$ cat src/rtl/rtc_pkg.sv
package rtc_pkg;
  // Core register indexes
  localparam int unsigned IX_A     = 10;
  localparam int unsigned IX_B     = 11;
  localparam int unsigned IX_C     = 12;
  localparam int unsigned IX_D     = 13;
  localparam int unsigned N_CORE   = 14;
  localparam int unsigned N_TIME   = 7;
  localparam int unsigned N_ALARM  = 3;

  // Bit positions
  localparam int unsigned A_UIP  = 7;
  localparam int unsigned B_SET  = 7;
  localparam int unsigned B_PIE  = 6;
  localparam int unsigned B_AIE  = 5;
  localparam int unsigned B_UIE  = 4;
  localparam int unsigned B_SQWE = 3;
  localparam int unsigned C_IRQF = 7;
  localparam int unsigned C_PF   = 6;
  localparam int unsigned C_AF   = 5;
  localparam int unsigned C_UF   = 4;

  localparam logic [2:0] OSC_RUN = 3'b010;
  localparam logic [7:0] A_INIT  = 8'h26;
  localparam logic [7:0] B_INIT  = 8'h02;
  localparam logic [7:0] C_INIT  = 8'h00;
  localparam logic [7:0] D_CONST = 8'h80;
  localparam logic [7:0] M_UIE   = 8'h10;

  // {hit, slot}: position of an index among the time bytes
  function automatic logic [3:0] time_slot(int unsigned ix);
    case (ix)
      0: return 4'b1000;
      2: return 4'b1001;
      4: return 4'b1010;
      6: return 4'b1011;
      7: return 4'b1100;
      8: return 4'b1101;
      9: return 4'b1110;
      default: return 4'b0000;
    endcase
  endfunction

  // {hit, slot}: position of an index among the alarm bytes
  function automatic logic [2:0] alarm_slot(int unsigned ix);
    case (ix)
      1: return 3'b100;
      3: return 3'b101;
      5: return 3'b110;
      default: return 3'b000;
    endcase
  endfunction
endpackage

$ cat src/rtl/rtc_upd_seq.sv
module rtc_upd_seq
  import rtc_pkg::*;
#(
  parameter int unsigned DELAY_TICKS = 8
) (
  input  logic       clk,
  input  logic       rst_n,
  input  logic       sec_tick,
  input  logic       sub_tick,
  input  logic [2:0] osc_code,
  output logic       start_o,
  output logic       finish_o,
  output logic       busy_o
);
  localparam int unsigned CNT_W = $clog2(DELAY_TICKS + 1);
  localparam logic [CNT_W-1:0] LAST = CNT_W'(DELAY_TICKS - 1);

  logic             busy_q;
  logic [CNT_W-1:0] cnt_q;

  always_comb begin
    start_o  = !busy_q && sec_tick && (osc_code == OSC_RUN);
    finish_o = busy_q && sub_tick && (cnt_q == LAST);
    busy_o   = busy_q;
  end

  always_ff @(posedge clk or negedge rst_n) begin
    if (!rst_n) begin
      busy_q <= 1'b0;
      cnt_q  <= '0;
    end else if (start_o) begin
      busy_q <= 1'b1;
      cnt_q  <= '0;
    end else if (finish_o) begin
      busy_q <= 1'b0;
      cnt_q  <= '0;
    end else if (busy_q && sub_tick) begin
      cnt_q <= cnt_q + 1'b1;
    end
  end

  // a tick under a non-run oscillator code leaves the sequencer idle
  a_r6_osc_gate: assert property (@(posedge clk) disable iff (!rst_n)
    (!busy_q && sec_tick && osc_code != OSC_RUN) |=> !busy_q);
  // the delay counter never passes its last value
  a_r7_cnt_bound: assert property (@(posedge clk) disable iff (!rst_n)
    busy_q |-> (cnt_q <= LAST));
  // finishing returns to idle
  a_r7_finish_idle: assert property (@(posedge clk) disable iff (!rst_n)
    finish_o |=> !busy_q);
endmodule

$ cat src/rtl/rtc_alarm_cmp.sv
module rtc_alarm_cmp #(
  parameter int unsigned N_FIELDS = 3
) (
  input  logic [N_FIELDS*8-1:0] alarm_i,
  input  logic [N_FIELDS*8-1:0] now_i,
  output logic                  hit_o
);
  logic [N_FIELDS-1:0] ok;

  for (genvar g = 0; g < N_FIELDS; g++) begin : g_field
    logic [7:0] al;
    logic [7:0] nw;
    assign al = alarm_i[g*8 +: 8];
    assign nw = now_i[g*8 +: 8];
    assign ok[g] = (al[7:6] == 2'b11) || (al == nw);
  end

  assign hit_o = &ok;
endmodule

$ cat src/rtl/rtc_scratch.sv
module rtc_scratch #(
  parameter int unsigned IDX_W = 7
) (
  input  logic             clk,
  input  logic             we,
  input  logic [IDX_W-1:0] idx,
  input  logic [7:0]       wdata,
  output logic [7:0]       rdata
);
  localparam int unsigned DEPTH = 1 << IDX_W;

  logic [7:0] mem [DEPTH];

  always_ff @(posedge clk) begin
    if (we) mem[idx] <= wdata;
  end

  assign rdata = mem[idx];
endmodule

$ cat src/rtl/rtc_regbank_seq.sv
module rtc_regbank_seq
  import rtc_pkg::*;
#(
  parameter int unsigned IDX_W       = 7,
  parameter int unsigned DELAY_TICKS = 8
) (
  input  logic        clk,
  input  logic        rst_n,
  input  logic        sys_rst,
  input  logic        bus_wr,
  input  logic        bus_rd,
  input  logic        bus_addr,
  input  logic [7:0]  bus_wdata,
  output logic [7:0]  bus_rdata,
  input  logic        sec_tick,
  input  logic        sub_tick,
  output logic        cal_step,
  output logic        cal_load,
  output logic [55:0] cal_set_time,
  input  logic [55:0] cal_now,
  input  logic        per_tick,
  output logic [3:0]  per_rate,
  output logic        per_int_en,
  output logic        per_sqw_en,
  output logic        irq
);
  localparam logic [IDX_W-1:0] IXA    = IDX_W'(IX_A);
  localparam logic [IDX_W-1:0] IXB    = IDX_W'(IX_B);
  localparam logic [IDX_W-1:0] IXC    = IDX_W'(IX_C);
  localparam logic [IDX_W-1:0] IXD    = IDX_W'(IX_D);
  localparam logic [IDX_W-1:0] IXCORE = IDX_W'(N_CORE);

  logic [IDX_W-1:0]        idx_q;
  logic [N_TIME-1:0][7:0]  time_q;
  logic [N_ALARM-1:0][7:0] al_q;
  logic [7:0]              reg_a, reg_b, reg_c;
  logic                    load_q;

  logic wr_idx, wr_dat, rd_dat;
  logic [3:0] ts;
  logic [2:0] asel;
  logic seq_start, seq_finish, seq_busy;
  logic alarm_hit;
  logic [7:0] scr_rd;

  always_comb begin
    wr_idx = bus_wr && !bus_addr;
    wr_dat = bus_wr && bus_addr;
    rd_dat = bus_rd && bus_addr;
    ts     = time_slot(int'(idx_q));
    asel   = alarm_slot(int'(idx_q));
  end

  rtc_upd_seq #(.DELAY_TICKS(DELAY_TICKS)) i_seq (
    .clk      (clk),
    .rst_n    (rst_n),
    .sec_tick (sec_tick),
    .sub_tick (sub_tick),
    .osc_code (reg_a[6:4]),
    .start_o  (seq_start),
    .finish_o (seq_finish),
    .busy_o   (seq_busy)
  );

  rtc_alarm_cmp #(.N_FIELDS(N_ALARM)) i_alarm (
    .alarm_i (al_q),
    .now_i   (cal_now[N_ALARM*8-1:0]),
    .hit_o   (alarm_hit)
  );

  rtc_scratch #(.IDX_W(IDX_W)) i_scratch (
    .clk   (clk),
    .we    (wr_dat && (idx_q >= IXCORE)),
    .idx   (idx_q),
    .wdata (bus_wdata),
    .rdata (scr_rd)
  );

  always_ff @(posedge clk or negedge rst_n) begin
    if (!rst_n) begin
      idx_q  <= '0;
      time_q <= '0;
      al_q   <= '0;
      reg_a  <= A_INIT;
      reg_b  <= B_INIT;
      reg_c  <= C_INIT;
      load_q <= 1'b0;
    end else begin
      load_q <= 1'b0;
      // clear on read first, so that a flag set in the same cycle survives
      if (rd_dat && idx_q == IXC) reg_c <= 8'h00;
      if (per_tick && reg_b[B_PIE]) begin
        reg_c[C_IRQF] <= 1'b1;
        reg_c[C_PF]   <= 1'b1;
      end
      if (seq_start && !reg_b[B_SET]) reg_a[A_UIP] <= 1'b1;
      if (seq_finish) begin
        if (!reg_b[B_SET]) time_q <= cal_now;
        if (reg_b[B_AIE] && alarm_hit) begin
          reg_c[C_IRQF] <= 1'b1;
          reg_c[C_AF]   <= 1'b1;
        end
        reg_c[C_UF] <= 1'b1;
        if (reg_b[B_UIE]) reg_c[C_IRQF] <= 1'b1;
        reg_a[A_UIP] <= 1'b0;
      end
      if (wr_idx) idx_q <= bus_wdata[IDX_W-1:0];
      if (wr_dat) begin
        if (ts[3]) begin
          time_q[ts[2:0]] <= bus_wdata;
          if (!reg_b[B_SET]) load_q <= 1'b1;
        end else if (asel[2]) begin
          al_q[asel[1:0]] <= bus_wdata;
        end else if (idx_q == IXA) begin
          reg_a[6:0] <= bus_wdata[6:0];
        end else if (idx_q == IXB) begin
          if (bus_wdata[B_SET]) begin
            reg_a[A_UIP] <= 1'b0;
            reg_b        <= bus_wdata & ~M_UIE;
          end else begin
            reg_b <= bus_wdata;
            if (reg_b[B_SET]) load_q <= 1'b1;
          end
        end
      end
      if (sys_rst) begin
        reg_b[B_PIE]  <= 1'b0;
        reg_b[B_AIE]  <= 1'b0;
        reg_b[B_SQWE] <= 1'b0;
        reg_c[7:4]    <= 4'h0;
      end
    end
  end

  always_comb begin
    if (!bus_addr)       bus_rdata = 8'hFF;
    else if (ts[3])      bus_rdata = time_q[ts[2:0]];
    else if (asel[2])    bus_rdata = al_q[asel[1:0]];
    else if (idx_q == IXA) bus_rdata = reg_a;
    else if (idx_q == IXB) bus_rdata = reg_b;
    else if (idx_q == IXC) bus_rdata = reg_c;
    else if (idx_q == IXD) bus_rdata = D_CONST;
    else                 bus_rdata = scr_rd;
  end

  assign cal_step     = seq_start;
  assign cal_load     = load_q;
  assign cal_set_time = time_q;
  assign per_rate     = reg_a[3:0];
  assign per_int_en   = reg_b[B_PIE];
  assign per_sqw_en   = reg_b[B_SQWE];
  assign irq          = reg_c[C_IRQF];

  // a plain write to A leaves the update-in-progress bit alone
  a_r2_uip_ro: assert property (@(posedge clk) disable iff (!rst_n)
    (wr_dat && idx_q == IXA && !seq_start && !seq_finish) |=> $stable(reg_a[A_UIP]));
  // freeze write masks update-end enable and clears update-in-progress
  a_r3_set_masks: assert property (@(posedge clk) disable iff (!rst_n)
    (wr_dat && idx_q == IXB && bus_wdata[B_SET]) |=> (!reg_b[B_UIE] && !reg_a[A_UIP]));
  // leaving freeze requests a reload
  a_r4_unfreeze_load: assert property (@(posedge clk) disable iff (!rst_n)
    (wr_dat && idx_q == IXB && !bus_wdata[B_SET] && reg_b[B_SET]) |=> cal_load);
  // reading the flags with no new event empties them and drops irq
  a_r5_c_clear: assert property (@(posedge clk) disable iff (!rst_n)
    (rd_dat && idx_q == IXC && !seq_finish && !(per_tick && reg_b[B_PIE])) |=> (reg_c == 8'h00 && !irq));
  // every finished update leaves the update-ended flag set
  a_r9_uf_set: assert property (@(posedge clk) disable iff (!rst_n)
    (seq_finish && !sys_rst) |=> reg_c[C_UF]);
  // system reset drops the request and the alarm/periodic enables
  a_r11_sysrst: assert property (@(posedge clk) disable iff (!rst_n)
    sys_rst |=> (!irq && !reg_b[B_PIE] && !reg_b[B_AIE]));
  // update-in-progress is never set while the sequencer is idle after a finish
  a_r7_uip_idle: assert property (@(posedge clk) disable iff (!rst_n)
    seq_finish |=> !reg_a[A_UIP]);
endmodule

$ cat config.mk
export PLATFORM = sky130hd
export DESIGN_NAME = rtc_regbank_seq
export DESIGN_NICKNAME = d
export VERILOG_FILES = /design/src/rtl/rtc_pkg.sv /design/src/rtl/rtc_upd_seq.sv /design/src/rtl/rtc_alarm_cmp.sv /design/src/rtl/rtc_scratch.sv /design/src/rtl/rtc_regbank_seq.sv
export SDC_FILE = /design/constraint.sdc
export NUM_CORES = 1
export LEC_CHECK = 0
export BUFFER_PORTS_ARGS = -buffer_cell sky130_fd_sc_hd__buf_2
export CORE_UTILIZATION = 50
export DETAILED_ROUTE_END_ITERATION = 8
export GPL_ROUTABILITY_DRIVEN = 0
export PLACE_DENSITY = 0.66
export SYNTH_ARGS = -nofsm -noshare
export SYNTH_HDL_FRONTEND = slang
export SYNTH_SLANG_ARGS = --single-unit
export TNS_END_PERCENT = 50
$ cat constraint.sdc
create_clock -name clk -period 5.2 [get_ports clk]
set_clock_uncertainty 0.2 [all_clocks]
set_input_delay 1.04 -clock clk [delete_from_list [all_inputs] [get_ports clk]]
set_output_delay 1.04 -clock clk [all_outputs]
set_load 0.01 [all_outputs]
Word-level counts from Yosys, hierarchy flattened:

Memories as Yosys holds them, arrays and structs flattened.
Cells that the tools add are included.

* add/sub/neg operators: 1
* $lt $le $gt $ge: 5
* equal/unequal tests: 24
* muxes and demuxes: 63
* bitwise operators: 3
* reduce and logical (&&, ||, !) cells: 32

Operators with widths (number)
* $mux 56: 4
* $mux 8: 16
* $bwmux 56: 1
* $eq 7x4->1 const B: 6
* $mux 7: 6
* $eq 7x3->1 const B: 4
* $pmux 4 s7: 1
* $bmux 8 s3: 1
* $bwmux 24: 1
* $demux 8 s3: 1
* $eq 8x8->1: 3
* $mux 1: 22
* $bmux 8 s2: 1
* $demux 8 s2: 1
* $mux 4: 4
* $eq 7x2->1 const B: 2
* $logic_and 1x1->1: 14
* $reduce_and 5->1: 2
* $pmux 3 s3: 1
* $reduce_bool 3->1: 3
* $eq 7x1->1 const B: 1
* $ge 7x4->1 const B: 1
* $logic_not 7->1: 1
* $eq 2x2->1 const B: 3
* 15 further kinds: 28

* bits in registers: 113
* memory bits (writable): 1024
* input bits: 73
* output and inout port bits: 73
* memories: 1

Memories
* i_scratch.mem: depth 128, width 8, rd ports 1, clocked after Yosys merged registers in 0, write ports 1, RTL line rtc_scratch.sv:12 `logic [7:0] mem [DEPTH];`

Longest topological paths before layout:

* word-level depth: 12
* mapped depth: 13
* depth with buffers taken out: 7

By module:

A second synthesis with hierarchy kept.

* cell total of the unflattened synthesis: 3128
* area total of the unflattened synthesis: 46802.4 um^2

Modules (own cells, without submodules)
* rtc_scratch: times used 1, cells an instance 2467, area each 40273.6 um^2, seq. area each 30749.5 um^2
* rtc_regbank_seq: times used 1, cells an instance 599, area each 5982.0 um^2, seq. area each 2707.6 um^2
* rtc_alarm_cmp: times used 1, cells an instance 34, area each 280.3 um^2, seq. area each 0.0 um^2
* rtc_upd_seq: times used 1, cells an instance 28, area each 266.5 um^2, seq. area each 125.1 um^2

Worst setup path before layout:

No wires, ideal clock.

* path kind: register to output
* start point: reg idx_q[0]
* end point: out bus_rdata[3]
* arrival: 2311 ps
* required time: 3960 ps
* path slack: 1649 ps
* cell stages (with the launch flop): 13
* path through: dfrtp_1 > buf_6 > buf_12 > buf_12 > buf_6 > buf_6 > mux2i_1 > o2bb2ai_1 > a311oi_1 > o22ai_1 > a21oi_1 > nor3_1 > o311ai_0

* cells in the longest elaborated chain, start to end: 8
* elaborated cells between the ends (all ways): 28
* classes of those cells: eq/ne (13); mux (13); reduce/logical (1); memory (1)

RTL lines
* from (decl): RTL line rtc_regbank_seq.sv:33 `logic [IDX_W-1:0] idx_q;`
* from (signal assigned): RTL line rtc_regbank_seq.sv:107 `if (wr_idx) idx_q <= bus_wdata[IDX_W-1:0];`
* $mem_v2 128x8 or $eq 7x4->1 (tied branches)
* $mux 8: RTL line rtc_regbank_seq.sv:142 `else if (idx_q == IXD) bus_rdata = D_CONST;`
* $mux 8: RTL line rtc_regbank_seq.sv:141 `else if (idx_q == IXC) bus_rdata = reg_c;`
* $mux 8: RTL line rtc_regbank_seq.sv:140 `else if (idx_q == IXB) bus_rdata = reg_b;`
* $mux 8: RTL line rtc_regbank_seq.sv:139 `else if (idx_q == IXA) bus_rdata = reg_a;`
* $mux 8: RTL line rtc_regbank_seq.sv:138 `else if (asel[2]) bus_rdata = al_q[asel[1:0]];`
* $mux 8 *: RTL line rtc_regbank_seq.sv:137 `else if (ts[3]) bus_rdata = time_q[ts[2:0]];`
* $mux 8 *: RTL line rtc_regbank_seq.sv:136 `if (!bus_addr) bus_rdata = 8'hFF;`
* to (decl): RTL line rtc_regbank_seq.sv:14 `output logic [7:0] bus_rdata,`

Mark *: on every way between the ends. The rest lies on a longest branch, timed or not. The select of a mux whose other input is x is not followed.

Final worst setup path:

* start point: reg idx_q[0]
* end point: out bus_rdata[1]

The elaborated chain is that of the path after synthesis.

==> results by stage <==
Outcome:
- The run finished, with violations left.
- The checks that failed: negative setup slack.

Finish:
- Of the cells placed in the final design, the portion with a size suffix greater than 1 is ~29%.
- The repair_antennas step left the layout with diodes totalling 0.
- The number of nets in the layout is just over 3,000.
- From synthesis to final layout, the design area changed by 16.3%.
- The final instance area is between 50,000 and 60,000 µm².

Hold path:
- In this run the worst hold path is classified as flop to flop.

Timing:
- The number of setup violations in the final report is 1.
- The transition time at the pin with the least slew margin is 1.06 ns.
- The final-report max-slew violation count came to 0.
- In the post-route analysis, the smallest setup slack over all paths is -0.00601 ns.
- The final count of hold timing violations is 0.
- The maximum achievable frequency is between 0.15 and 0.2 GHz.
- The final period demand of the worst path is approximately 5.2 ns.
- Setup repair after global routing could not meet its margin everywhere.
- In this run the tightest slew margin relative to its limit is just under 30%.
- The share of the cycle needed by the critical path after routing is 100%.
- The setup TNS after final layout is -0.00601 ns.

Synthesis:
- Multiplexer cells account for between 15 and 20% of the synthesized area.
- The xor-xnor portion of the synthesized cell area is less than 1%.
- The most frequently used flop master after synthesis is sky130_fd_sc_hd__edfxtp_1.
- The Yosys step of the flow raised 0 warnings.
- The average cell area after synthesis is ~19 µm².
- The post-synthesis cell count is approximately 2,500.
- After synthesis the netlist holds a flip-flop and latch count of between 1,000 and 1,500.
- The number of flops mapped to enable cells by yosys is 1,024.
- In the synthesized netlist the async set-or-reset flop fraction comes to about a tenth.
- The number of different library cells used by synthesis comes to between 80 and 90.
- The area fraction in compound gates after synthesis is between 4 and 5%.
- Sequential elements use 72.8% of the synthesized area.
- After synthesis, the largest family of logic cells by area is multiplexers.
- Summing every instance area after synthesis gives between 40,000 and 50,000 µm².
- Summing the areas of all and, or, nand and nor instances in the mapped netlist gives 4.30% of the synthesized area.
- After Yosys synthesis, full adders, half adders and majority gates account for 0.0271% of the synthesized area.

Global routing:
- Entering global routing, the biggest net connects roughly 80 pins.
- The initial antenna violation count was 1.
- The first-pass GRT wire length is 179,000 µm.
- The remaining global-route overflow is 0.
- The via count of the first global-routing pass came to 26,000.
- Global routing used 26.4% of the available tracks.

Drt:
- After detailed routing, the number of vias per cell comes to 6.14.
- The initial DRC count is just over 3,000.
- The detailed-route via count is 26,000.
- The routed wire length per instance is 28.9 µm.
- The iteration count of the initial detailed-routing pass is 7.
- The number of DRC violations after detailed routing is 0.
- The number of antenna-violating nets in the routed design is 0.
- The routed wire length is between 100,000 and 150,000 µm.

Power:
- Net switching is 25.1% of the power.
- IR analysis of the VDD net gives a maximum drop of between 0.2 and 0.3 mV.
- Combinational cells account for 13.4% of the total power.
- Per report_power, the clock group accounts for 37.5% of the total.
- In this run the power spent charging and discharging nets is 5.36 mW.
- Sequential cells burn between 40 and 50% of the power.
- The power density over the cells is ~400 nW/µm².
- Internal power comes to approximately 16 mW.
- The leakage power total is approximately 18 nW.
- The total power of the final layout is 21.4 mW.

Clocking:
- The clock tree from TritonCTS is yes.
- After clock tree synthesis, the clock-pin slew on the worst setup and hold paths is around 0.06 ns.
- The maximum root-to-sink buffer count is 3.
- The clock drives 1,137 sinks.
- The number of H-tree branching levels is 3.
- The TritonCTS buffer count is approximately 110.
- The clock latency on the worst-skew pair is approximately 0.69 ns.
- The cell at the root of the clock tree is sky130_fd_sc_hd__clkbuf_16.

Floorplan:
- The total number of placement rows is between 100 and 150.
- Once the floorplan was initialized, standard cells occupied between 50% and 60% of the core.
- The height of the die is between 300 and 400 µm.
- For this design the top-level I/O count stands at 146.
- The total area inside the core boundary comes to between 90,000 and 100,000 µm².
- Measured along the x axis, the die boundary spans between 300 and 400 µm.
- The die footprint is ~94,000 µm².

Worst setup path:
- By startpoint and endpoint, the worst setup path is classified as flop to output port.
- The cell count of the worst reg-to-reg path is 6.
- The beginning of the worst register-to-register path is idx_q[2].
- The top fanout value on the critical path is 23.
- Tracing the worst setup path back leads to its startpoint at idx_q[0].
- The termination of the worst setup path is bus_rdata[1].
- STA puts the critical path data arrival time at a little under 4 ns.
- STA puts the critical path data required time at just under 4 ns.
- The worst setup path is captured at an output port.
- The register-to-register path setup slack is roughly 1.8 ns.
- The critical path launch point type is a flop.
- The endpoint identified for the worst register-to-register timing path is i_scratch.mem[91][2].

Place:
- After detailed placement, the total cell area comes to roughly 50,000 µm².
- The number of buffers added on ports is 145.
- The post-DP HPWL is approximately 80,000 µm.

Job:
- The max-cap check violation count is 0.
==> worst max-delay path, cell delays in order (launching register included) <==
cell,delay [ns]
sky130_fd_sc_hd__dfrtp_4,0.55
sky130_fd_sc_hd__buf_4,0.26
sky130_fd_sc_hd__buf_12,0.23
sky130_fd_sc_hd__mux4_2,0.53
sky130_fd_sc_hd__mux2i_1,0.30
sky130_fd_sc_hd__a211oi_1,0.18
sky130_fd_sc_hd__and3_1,0.28
sky130_fd_sc_hd__a41oi_1,0.31
sky130_fd_sc_hd__a311o_1,0.25
sky130_fd_sc_hd__o211ai_1,0.14
sky130_fd_sc_hd__buf_2,0.19
==> layout make-up <==
| class | instances | area, µm² |
|---|---|---|
| fill | 6720 | 37800 |
| multi-input combinational | 1293 | 12100 |
| inverter | 11 | 41.3 |
| clock inverter | 60 | 601 |
| timing repair buffer | 394 | 2790 |
| sequential | 1137 | 33600 |
| tap | 1186 | 1480 |
| clock buffer | 153 | 3070 |
==> per-layer routing <==
layer / vias to the layer above / global-route usage [%] / part of all wire, %
met2: 1343 / 42.2 / 48
met1: 13500 / 36.8 / 40
met5: - / 0 / 0
met3: 259 / 4.59 / 8.3
met4: 0 / 9.06 / 3.5
li1: 10900 / - / -
==> state kept, by name, indices dropped and copies added (netlist names) <==
name,flops
al_q,24
cal_load,1
cal_set_time,56
i_scratch.mem,1024
i_seq.busy_o,1
i_seq.cnt_q,4
idx_q,7
reg_a,8
reg_b,8
reg_c,4
==> Yosys cell counts (9+ instances only) <==
cell type / instances / area share, %
sky130_fd_sc_hd__a221oi_1: 12 / 0.23
sky130_fd_sc_hd__o22ai_1: 16 / 0.22
sky130_fd_sc_hd__nand3_1: 31 / 0.34
sky130_fd_sc_hd__mux2_2: 41 / 1.0
sky130_fd_sc_hd__nand4_1: 9 / 0.12
sky130_fd_sc_hd__nor2_1: 160 / 1.3
sky130_fd_sc_hd__inv_1: 10 / 0.081
sky130_fd_sc_hd__a221o_1: 12 / 0.26
sky130_fd_sc_hd__nor3_1: 10 / 0.11
sky130_fd_sc_hd__buf_2: 52 / 0.56
sky130_fd_sc_hd__nand2_1: 141 / 1.1
sky130_fd_sc_hd__edfxtp_1: 1024 / 67
sky130_fd_sc_hd__buf_4: 23 / 0.37
sky130_fd_sc_hd__nor2b_1: 10 / 0.14
sky130_fd_sc_hd__mux4_2: 242 / 12
sky130_fd_sc_hd__a22oi_1: 40 / 0.65
sky130_fd_sc_hd__o211ai_1: 9 / 0.15
sky130_fd_sc_hd__mux2i_1: 126 / 2.7
sky130_fd_sc_hd__dfrtp_1: 109 / 5.9
sky130_fd_sc_hd__clkbuf_1: 51 / 0.41
sky130_fd_sc_hd__o21ai_0: 63 / 0.68
sky130_fd_sc_hd__a211oi_1: 11 / 0.18
sky130_fd_sc_hd__xor2_1: 17 / 0.32
sky130_fd_sc_hd__a21oi_1: 73 / 0.79
sky130_fd_sc_hd__o221ai_1: 14 / 0.27
sky130_fd_sc_hd__buf_6: 15 / 0.37
sky130_fd_sc_hd__a22o_1: 12 / 0.23
==> how the worst min path moves through the flow <==
stage	startpoint	end	slack (ns)	cells past startpoint
6_report	reg_b[2]	reg_b[2]	0.33	1
5_1_grt	reg_b[2]	reg_b[2]	0.34	1
4_1_cts	reg_b[2]	reg_b[2]	0.33	1
3_5_place_dp	reg_b[2]	reg_b[2]	0.32	1
3_3_place_gp	reg_c[4]	reg_c[4]	0.32	2
2_1_floorplan	reg_b[2]	reg_b[2]	0.28	1
==> through the flow <==
| step | worst slack (ns) | hold WS, ns | std cells | utilization (%) |
|---|---|---|---|---|
| after floorplan | 1.65 | 0.282 | 2590 | - |
| after global placement | 0.578 | 0.317 | 4015 | 54.5 |
| after detailed placement | 0.613 | 0.318 | 4015 | 54.5 |
| after CTS | 0.00279 | 0.332 | 4232 | 58.6 |
| after global routing | -0.0292 | 0.339 | 4234 | 58.7 |
| final | -0.00601 | 0.332 | 4234 | 58.7 |
==> kinds of logic (layout without fill, tap and decap cells) <==
kind of cell | count (synthesis) | in the layout
other | 1 | 112
DFF | 1137 | 1137
and+or+nand+nor | 425 | 425
adders and majority gates | 1 | 1
xor gates and xnor gates | 25 | 25
muxes | 417 | 417
AOI/OAI and AO/OA | 313 | 313
buffers and inverters | 160 | 618
==> power groups by stage <==
stage          combinational, mW  sequential, mW  clock [mW]
2_1_floorplan               1.66            10.6           0
3_3_place_gp                2.76            10.7           0
3_5_place_dp                2.80            10.7           0
4_1_cts                     2.82            10.5        8.15
5_1_grt                     3.01            10.5        8.48
6_report                    2.86            10.5        8.03
==> repair_timing <==
action,in CTS,in global routing
setup buffers,4,2
endpoints found under the hold margin,0,0
gates resized for setup,1,18
cloned,0,0
hold buffers,0,0
setup endpoints to repair,5,8
pin swaps,0,1
==> cell usage in the layout (no fill, tap or decap), drive strengths merged, types with 16 or more instances in the layout <==
cell type and n:
a21oi 75, a22oi 40, buf 394, clkbuf 153, clkinv 43, conb 112
dfrtp 109, edfxtp 1024, inv 16, mux2 49, mux2i 126, mux4 242
nand2 141, nand3 32, nor2 162, o21ai 65, o22ai 16, xor2 17
Note: power is estimated with default switching activity, not from simulation.
